`config.mk`:
```
export PLATFORM = sky130hd
export DESIGN_NAME = flash_wp_arbiter
export DESIGN_NICKNAME = d
export VERILOG_FILES = /design/src/rtl/fwp_pkg.sv /design/src/rtl/fwp_datapath.sv /design/src/rtl/fwp_ctrl.sv /design/src/rtl/flash_wp_arbiter.sv
export SDC_FILE = /design/constraint.sdc
export NUM_CORES = 1
export LEC_CHECK = 0
export ABC_CLOCK_PERIOD_IN_PS = 1600
export BUFFER_PORTS_ARGS = -buffer_cell sky130_fd_sc_hd__buf_2
export CAP_MARGIN = 20
export CORE_ASPECT_RATIO = 1.75
export CORE_MARGIN = 1
export CORE_UTILIZATION = 35
export DETAILED_ROUTE_END_ITERATION = 10
export PLACE_DENSITY = 0.57
export SYNTH_ARGS = -nofsm -noshare
export SYNTH_HDL_FRONTEND = slang
export SYNTH_SLANG_ARGS = --single-unit
```
`constraint.sdc`:
```
create_clock -name clk -period 1.6 [get_ports clk]
set_input_delay 0.16 -clock clk [delete_from_list [all_inputs] [get_ports clk]]
set_output_delay 0.16 -clock clk [all_outputs]
set_load 0.1 [all_outputs]
```
`src/rtl/fwp_pkg.sv`:
```
package fwp_pkg;

  localparam logic [2:0] OP_BLK_ERASE  = 3'd0;
  localparam logic [2:0] OP_WRITE      = 3'd1;
  localparam logic [2:0] OP_CHIP_ERASE = 3'd2;
  localparam logic [2:0] OP_SET_LOCK   = 3'd3;
  localparam logic [2:0] OP_CLR_LOCKS  = 3'd4;
  localparam logic [2:0] OP_SET_PERM   = 3'd5;
  localparam logic [2:0] OP_LAST_VALID = 3'd5;

  typedef enum logic [0:0] {
    ST_IDLE  = 1'b0,
    ST_SWEEP = 1'b1
  } sweep_state_e;

  // strobes from control to datapath
  typedef struct packed {
    logic loadSweep;  // snapshot erasable set, clear index
    logic stepIdx;    // advance sweep index
  } dp_ctl_t;

endpackage

```
`src/rtl/fwp_datapath.sv`:
```
module fwp_datapath
  import fwp_pkg::*;
#(
  parameter int NUM_BLOCKS = 16,
  localparam int BLK_W = $clog2(NUM_BLOCKS)
) (
  input  logic                  clk,
  input  logic                  rst_n,
  input  logic [2:0]            reqOp,
  input  logic [BLK_W-1:0]      reqBlock,
  input  logic                  supplyLow,
  input  logic                  resetPinN,
  input  logic                  wpN,
  input  logic                  permLock,
  input  logic [NUM_BLOCKS-1:0] blockLocks,
  input  logic                  bootTopStrap,
  input  dp_ctl_t               ctl,
  input  logic                  sweeping,
  output logic                  gateOpen,
  output logic                  opKnown,
  output logic                  isChipErase,
  output logic                  reqAllowed,
  output logic                  lastIdx,
  output logic [NUM_BLOCKS-1:0] eraseStrobe
);

  localparam logic [BLK_W:0]   NB_EXT   = NUM_BLOCKS[BLK_W:0];
  localparam logic [BLK_W-1:0] LAST_IDX = BLK_W'(NUM_BLOCKS - 1);

  logic                  bootTopQ;
  logic [NUM_BLOCKS-1:0] bootMask;
  logic [NUM_BLOCKS-1:0] lockedVec;
  logic [NUM_BLOCKS-1:0] erasable;
  logic [NUM_BLOCKS-1:0] sweepMask;
  logic [BLK_W-1:0]      sweepIdx;
  logic                  targetInRange;
  logic                  targetLocked;

  // strap is captured only while the block is held in reset
  always_ff @(posedge clk) begin
    if (!rst_n) bootTopQ <= bootTopStrap;
  end

  for (genvar b = 0; b < NUM_BLOCKS; b++) begin : g_blk
    localparam bit IS_HI = (b >= NUM_BLOCKS - 2);
    localparam bit IS_LO = (b < 2);
    assign bootMask[b]    = bootTopQ ? IS_HI : IS_LO;
    assign eraseStrobe[b] = sweeping && gateOpen && sweepMask[b]
                            && (sweepIdx == BLK_W'(b));
  end

  assign gateOpen      = !supplyLow && resetPinN;
  assign lockedVec     = blockLocks | (bootMask & {NUM_BLOCKS{~wpN}});
  assign erasable      = gateOpen ? ~lockedVec : '0;
  assign targetInRange = {1'b0, reqBlock} < NB_EXT;
  assign targetLocked  = lockedVec[reqBlock];
  assign opKnown       = reqOp <= OP_LAST_VALID;
  assign isChipErase   = reqOp == OP_CHIP_ERASE;
  assign lastIdx       = sweepIdx == LAST_IDX;

  always_comb begin
    unique case (reqOp)
      OP_BLK_ERASE,
      OP_WRITE:      reqAllowed = gateOpen && targetInRange && !targetLocked;
      OP_CHIP_ERASE: reqAllowed = |erasable;
      OP_SET_LOCK,
      OP_CLR_LOCKS:  reqAllowed = gateOpen && !permLock;
      OP_SET_PERM:   reqAllowed = gateOpen;
      default:       reqAllowed = 1'b0;
    endcase
  end

  always_ff @(posedge clk) begin
    if (!rst_n) begin
      sweepMask <= '0;
      sweepIdx  <= '0;
    end else if (ctl.loadSweep) begin
      sweepMask <= erasable;
      sweepIdx  <= '0;
    end else if (ctl.stepIdx) begin
      sweepIdx  <= sweepIdx + 1'b1;
    end
  end

endmodule

```
`src/rtl/fwp_ctrl.sv`:
```
module fwp_ctrl
  import fwp_pkg::*;
(
  input  logic    clk,
  input  logic    rst_n,
  input  logic    reqValid,
  input  logic    opKnown,
  input  logic    isChipErase,
  input  logic    reqAllowed,
  input  logic    gateOpen,
  input  logic    lastIdx,
  output dp_ctl_t ctl,
  output logic    sweeping,
  output logic    opEnable,
  output logic    protectErr,
  output logic    sweepDone
);

  sweep_state_e state;
  logic         accept;

  assign sweeping = state == ST_SWEEP;
  assign accept   = reqValid && opKnown && (state == ST_IDLE);

  always_comb begin
    ctl.loadSweep = accept && isChipErase && reqAllowed;
    ctl.stepIdx   = sweeping && gateOpen && !lastIdx;
  end

  always_ff @(posedge clk) begin
    if (!rst_n) begin
      state      <= ST_IDLE;
      opEnable   <= 1'b0;
      protectErr <= 1'b0;
      sweepDone  <= 1'b0;
    end else begin
      opEnable   <= 1'b0;
      protectErr <= 1'b0;
      sweepDone  <= 1'b0;
      unique case (state)
        ST_IDLE: begin
          if (accept) begin
            opEnable   <= reqAllowed;
            protectErr <= !reqAllowed;
            if (ctl.loadSweep) state <= ST_SWEEP;
          end
        end
        ST_SWEEP: begin
          if (!gateOpen) begin
            state      <= ST_IDLE;
            protectErr <= 1'b1;
          end else if (lastIdx) begin
            state      <= ST_IDLE;
            sweepDone  <= 1'b1;
          end
        end
        default: state <= ST_IDLE;
      endcase
    end
  end

endmodule

```
`src/rtl/flash_wp_arbiter.sv`:
```
module flash_wp_arbiter
  import fwp_pkg::*;
#(
  parameter int NUM_BLOCKS = 16,
  localparam int BLK_W = $clog2(NUM_BLOCKS)
) (
  input  logic                  clk,
  input  logic                  rst_n,
  input  logic                  reqValid,
  input  logic [2:0]            reqOp,
  input  logic [BLK_W-1:0]      reqBlock,
  input  logic                  supplyLow,
  input  logic                  resetPinN,
  input  logic                  wpN,
  input  logic                  permLock,
  input  logic [NUM_BLOCKS-1:0] blockLocks,
  input  logic                  bootTopStrap,
  output logic                  opEnable,
  output logic                  protectErr,
  output logic [NUM_BLOCKS-1:0] eraseStrobe,
  output logic                  sweepBusy,
  output logic                  sweepDone
);

  dp_ctl_t ctl;
  logic    sweeping;
  logic    gateOpen;
  logic    opKnown;
  logic    isChipErase;
  logic    reqAllowed;
  logic    lastIdx;

  fwp_datapath #(.NUM_BLOCKS(NUM_BLOCKS)) u_dp (
    .clk          (clk),
    .rst_n        (rst_n),
    .reqOp        (reqOp),
    .reqBlock     (reqBlock),
    .supplyLow    (supplyLow),
    .resetPinN    (resetPinN),
    .wpN          (wpN),
    .permLock     (permLock),
    .blockLocks   (blockLocks),
    .bootTopStrap (bootTopStrap),
    .ctl          (ctl),
    .sweeping     (sweeping),
    .gateOpen     (gateOpen),
    .opKnown      (opKnown),
    .isChipErase  (isChipErase),
    .reqAllowed   (reqAllowed),
    .lastIdx      (lastIdx),
    .eraseStrobe  (eraseStrobe)
  );

  fwp_ctrl u_ctrl (
    .clk         (clk),
    .rst_n       (rst_n),
    .reqValid    (reqValid),
    .opKnown     (opKnown),
    .isChipErase (isChipErase),
    .reqAllowed  (reqAllowed),
    .gateOpen    (gateOpen),
    .lastIdx     (lastIdx),
    .ctl         (ctl),
    .sweeping    (sweeping),
    .opEnable    (opEnable),
    .protectErr  (protectErr),
    .sweepDone   (sweepDone)
  );

  assign sweepBusy = sweeping;

endmodule

```
# Word level (Yosys, flattened, before mapping)
# Index checks and enable logic that the tools add are counted.
# word_totals
regBits,25
inputBits,31
output_inout_bits,20
wordCells,106
# op_classes
addsub,1
order_cmp,2
n_eq_ne,20
n_mux,15
bitwise_logic,7
reduce_logical,54
# op_table
op,n
1-bit logical AND,41
"4-bit equality test, second input constant",8
16-bit AND,1
"4-bit by 3-bit equality test with 1-bit output, second input constant",4
16-bit 2-to-1 mux,1
16-bit inverter,1
16-bit bitwise OR,1
16-bit OR reduction,1
1-bit 2-to-1 mux,10
"4-bit by 2-bit equality test with 1-bit output, second input constant",2
"3-bit by 2-bit equality test with 1-bit output, second input constant",2
"3-bit equality test, second input constant",2
2-bit OR reduction,3
1-bit zero test,5
"4-bit by 5-bit < comparator with 1-bit output, second input constant",1
"4-bit by 1-bit adder with 4-bit output, second input constant",1
1-bit binary-select mux with 4-bit select,1
"4-bit by 1-bit equality test with 1-bit output, second input constant",1
4-bit zero test,1
1-bit inverter,4
1-bit case mux with 2 select lines,2
1-bit case mux with 4 select lines,1
"3-bit by 1-bit equality test with 1-bit output, second input constant",1
"3-bit <= comparator, second input constant",1
other kinds (3),3

# Longest topological paths before layout
# depth
ltp_word,12
mapped_depth,8
depth_no_buf,6

# By module
# From an unflattened synthesis, not the netlist that was laid out.
# hier_totals
cells_unflattened,162
area_unflattened_um2,1373.8
# by_module_without_submodules
mod,instances,cells_each,area_per_inst_um2,seq_area_each_um2
fwp_datapath,1,146,1211.2,430.4
fwp_ctrl,1,16,162.7,80.1

# Worst setup path after synthesis
# No wires, ideal clock.
# synth_timing
path_type,register -> output
from,register u_ctrl.state (netlist: u_ctrl.sweeping)
to,output port eraseStrobe[3]
arrival_ns,2.164
required_ns,1.440
setup_slack_ns,-0.724
stages_incl_launch_ff,3
path_buffers,0
path_cell_list,dfxtp_1 and3_1 and3_1
# synth_between
elab_chain_cells,3
# synth_rtl
item,line,text
from (decl),fwp_ctrl.sv:19,sweep_state_e state;
from (signal assigned),fwp_ctrl.sv:32,state <= ST_IDLE;
from (signal assigned),fwp_ctrl.sv:45,if (ctl.loadSweep) state <= ST_SWEEP;
from (signal assigned),fwp_ctrl.sv:50,state <= ST_IDLE;
1-bit logical AND (2 in a row),fwp_datapath.sv:48,assign eraseStrobe[b] = sweeping && gateOpen && sweepMask[b]
1-bit logical AND,fwp_datapath.sv:49,&& (sweepIdx == BLK_W'(b));
to (decl),flash_wp_arbiter.sv:20,"output logic [NUM_BLOCKS-1:0] eraseStrobe,"
# Every way passes these cells.

# Final worst setup path
# layout_timing
from,register u_dp.sweepIdx[0]
to,output port eraseStrobe[2]
# layout_between
elab_chain_cells,2
# layout_rtl
item,line,text
from (decl),fwp_datapath.sv:35,logic [BLK_W-1:0] sweepIdx;
from (signal assigned),fwp_datapath.sv:81,sweepIdx <= sweepIdx + 1'b1;
4-bit by 2-bit equality test with 1-bit output,fwp_datapath.sv:49,
1-bit logical AND,fwp_datapath.sv:49,
# Every way passes these cells.

==> out/metrics.yaml <==
status:
  status: "finished, final reports clean"
clocking:
  cts_hold_buf: 0
  cts_tree: "done"
  clkLatencyLatePin_ns: 0.26
  clockBufferDepth: 2
  clk_pin_slew_ns: 0.09
  clock-root-buffer: "clkbuf_8"
  clock-sinks: 25
  htreeDepth: 1
  cts_buffers: 3
timing:
  maxSlewViolCount: 0
  fin_setup_tns_ns: 0
  worst_slew_pin_slew_ns: 0.484
  fin_crit_ns: 1.59
  fmax_ghz: 0.631
  rsz0062_at_grt: "true"
  setup_slack_ns: 0.0145
  setup_viol: 0
  fin_skew_ns: 0.00519
  slew_headroom_pct: 67.9
  finalCritPeriodShare_pct: 99.1
  finalHoldViolations: 0
die:
  coreArea_um2: 4150
  die-area_um2: 4610
  start_util_pct: 36.5
  core.rowCount: 31
  die_h_um: 89.0
  io_pins: 51
  die_x_um: 51.7
worst_hold_path:
  min_path_cells: 1
  hp-start: "bootTopStrap"
  hold_end: "u_dp.bootTopQ"
  hold_class: "primary input to flip-flop"
global_route:
  grt-ovfl-total: 0
  grt_pass1_vias: 1393
  antenna_found_initial: 0
  gr-usage-all-layers_pct: 18.9
  grt_pass1_wl_um: 6390
  grt_max_degree: 18
synth:
  syn_area_um2: 1520
  ys_async_sr_fraction_pct: 0
  yosysUniqueCellTypes: 37
  synth_edf_count: 1
  syn-num-nets: 211
  yosys.area.top_type_share_pct: 31.7
  synth.area.top_cells: "dfxtp_1, mux2i_1, nor2_1"
  ys.flop_type: "dfxtp_1"
  yosysSeqAreaShare_pct: 33.7
  syn_area_per_cell_um2: 8.61
  ys_ff_latch: 25
  yosys_warnings: 0
  yosysTopAreaCell: "dfxtp_1"
  synthCells: 176
critical_path:
  cp_common_cell: "and3_4"
  crit_start: "u_dp.sweepIdx[0]"
  ff2ff_path_depth: 7
  cp_max_fo: 5
  critPathMaxStageDelay_ns: 0.38
  worstSetupPathType: "flip-flop to output pin"
  cp.required_ns: 1.44
  reg2reg_slack_ns: 0.03
  start_kind: "flip-flop"
  r2r-start: "u_dp.bootTopQ"
  critPathCaptureType: "output pin"
  worstPathCellList: "inv_4, ha_1, and3_4, and3_4, buf_12"
  arrival_ns: 1.43
  r2r-end: "u_dp.sweepMask[10]"
  cp_slowest_cell: "dfxtp_4"
power:
  p_per_area_nw_per_um2: 500
  pwr-share-seq_pct: 52.5
  swShare_pct: 25.8
  p_switching_mw: 0.309
  peakVddDrop_mv: 0.470
  comb_power_share_pct: 16.8
  power.leakage_nw: 0.944
  pwr-share-clk_pct: 30.7
  p_int_mw: 0.889
route:
  wl_met2_um: 2460
  routed_via_density: 5.05
  wl_met1_um: 1740
  num_vias: 1460
  first_pass_iters: 4
  highest-signal-layer: "met4"
  drc_errors: 0
  drt-initial-drc-count: 22
  post_drt_wl_per_cell_um: 15.1
  wl_met3_um: 98
  ant_nets: 0
  wl_um: 4360
place:
  portBuffers: 50
  hpwl_um: 3290
  gp_congestion: 0.851
  post-place-ws_ns: -0.0368
cells_and_area:
  syn_to_final_growth_pct: 58.3
  diodes: 0
  drive_gt1_share_pct: 46.3
  finish.net_count: 276
  fillers: 376
run:
  maxCapViolCount: 0
flip-flops by register name, indices dropped and copies added, names as in the netlist:
| register | count |
|---|---|
| u_ctrl.sweeping | 1 |
| u_dp.sweepMask | 16 |
| u_ctrl.protectErr | 1 |
| u_ctrl.sweepDone | 1 |
| u_dp.sweepIdx | 4 |
| u_dp.bootTopQ | 1 |
| u_ctrl.opEnable | 1 |
worst max-delay path: cells and delay by family (launching register included):
kind,cells,cell delay [ns]
and+or+nand+nor,2,0.41
DFF,1,0.38
buffers and inverters,2,0.24
adders and majority gates,1,0.13
logic make-up after synthesis:
family | Yosys count | synth area share (%)
buffers and inverters | 11 | 5.04
multiplexers | 23 | 16.9
XOR/XNOR | 2 | 1.16
adder cells (fa/ha/maj) | 4 | 3.30
flip-flops | 25 | 33.7
AND/OR/NAND/NOR | 95 | 32.3
AO/OA/AOI/OAI | 16 | 7.60
cells in the final DEF, fill, tap and decap left out, types with 3 or more instances in the layout:
cell type and instances:
nor2_1 40, buf_2 34, and3_4 20, dfxtp_1 20, mux2i_1 19, buf_12 17, buf_4 13, nand2_1 7
nand4_1 5, nor2b_1 4, a21oi_1 3, nand3_1 3, clkbuf_8 3, dfxtp_4 3
layer usage:
metal	track usage [%]	up-vias
li1	-	751
met1	21.2	673
met2	36.8	32
met3	1.70	4
met4	4.42	0
met5	0	-
power by group through the flow:
| stage | Clock (mW) | Sequential [mW] | Combinational, mW |
|---|---|---|---|
| floorplan | 0 | 0.662 | 0.0840 |
| detailed placement | 0 | 0.647 | 0.196 |
| finish | 0.368 | 0.629 | 0.201 |
| CTS | 0.377 | 0.631 | 0.197 |
| global route | 0.414 | 0.629 | 0.218 |
| global placement | 0 | 0.647 | 0.196 |
layout make-up:
| cell class | instances | area [um^2] | share of cell area, % |
|---|---|---|---|
| inverters | 5 | 23.8 | 0.991 |
| clock buffers | 3 | 41.3 | 1.72 |
| multi-input cells | 140 | 1090 | 45.3 |
| clock inverters | 1 | 5.00 | 0.209 |
| well taps | 49 | 61.3 | 2.56 |
| flip-flops and latches | 25 | 523 | 21.8 |
| repair buffers | 66 | 658 | 27.4 |
worst max path at each step:
stage / endpoint / slack (ns) / cells after the start
finish: eraseStrobe[2] / 0.01 / 5
global route: u_dp.sweepMask[4] / -0.05 / 7
CTS: eraseStrobe[8] / -0.02 / 5
detailed placement: u_ctrl.protectErr / -0.04 / 7
global placement: u_ctrl.protectErr / -0.06 / 7
floorplan: u_dp.sweepMask[5] / 0.03 / 7
timing repair:
action                                 CTS  global route
gates cloned                             0             2
pin swaps                                0            16
resized for setup                       14            31
endpoints found under the hold margin    0             0
setup endpoints to repair               16            36
buffers inserted                         0             1
cell usage after synthesis (all sizes together) (3+ instances only):
cell type,count
nor2,41
dfxtp,24
and3,22
mux2i,20
nand2,7
buf,6
nor2b,6
nand4,5
a21oi,4
ha,4
inv,4
nand3,3
metrics by stage:
stage / power, mW / hold slack (ns) / cell area (um^2) / instances / utilization [%]
global placement: 0.843 / 0.341 / 2140 / 282 / 51.6
floorplan: 0.746 / 0.259 / 1540 / 176 / -
CTS: 1.20 / 0.0637 / 2240 / 286 / 53.9
detailed placement: 0.843 / 0.340 / 2140 / 282 / 51.6
finish: 1.20 / 0.0658 / 2400 / 289 / 57.8
global route: 1.26 / 0.0537 / 2400 / 289 / 57.8
No activity file was read; power rests on OpenSTA's default activity.
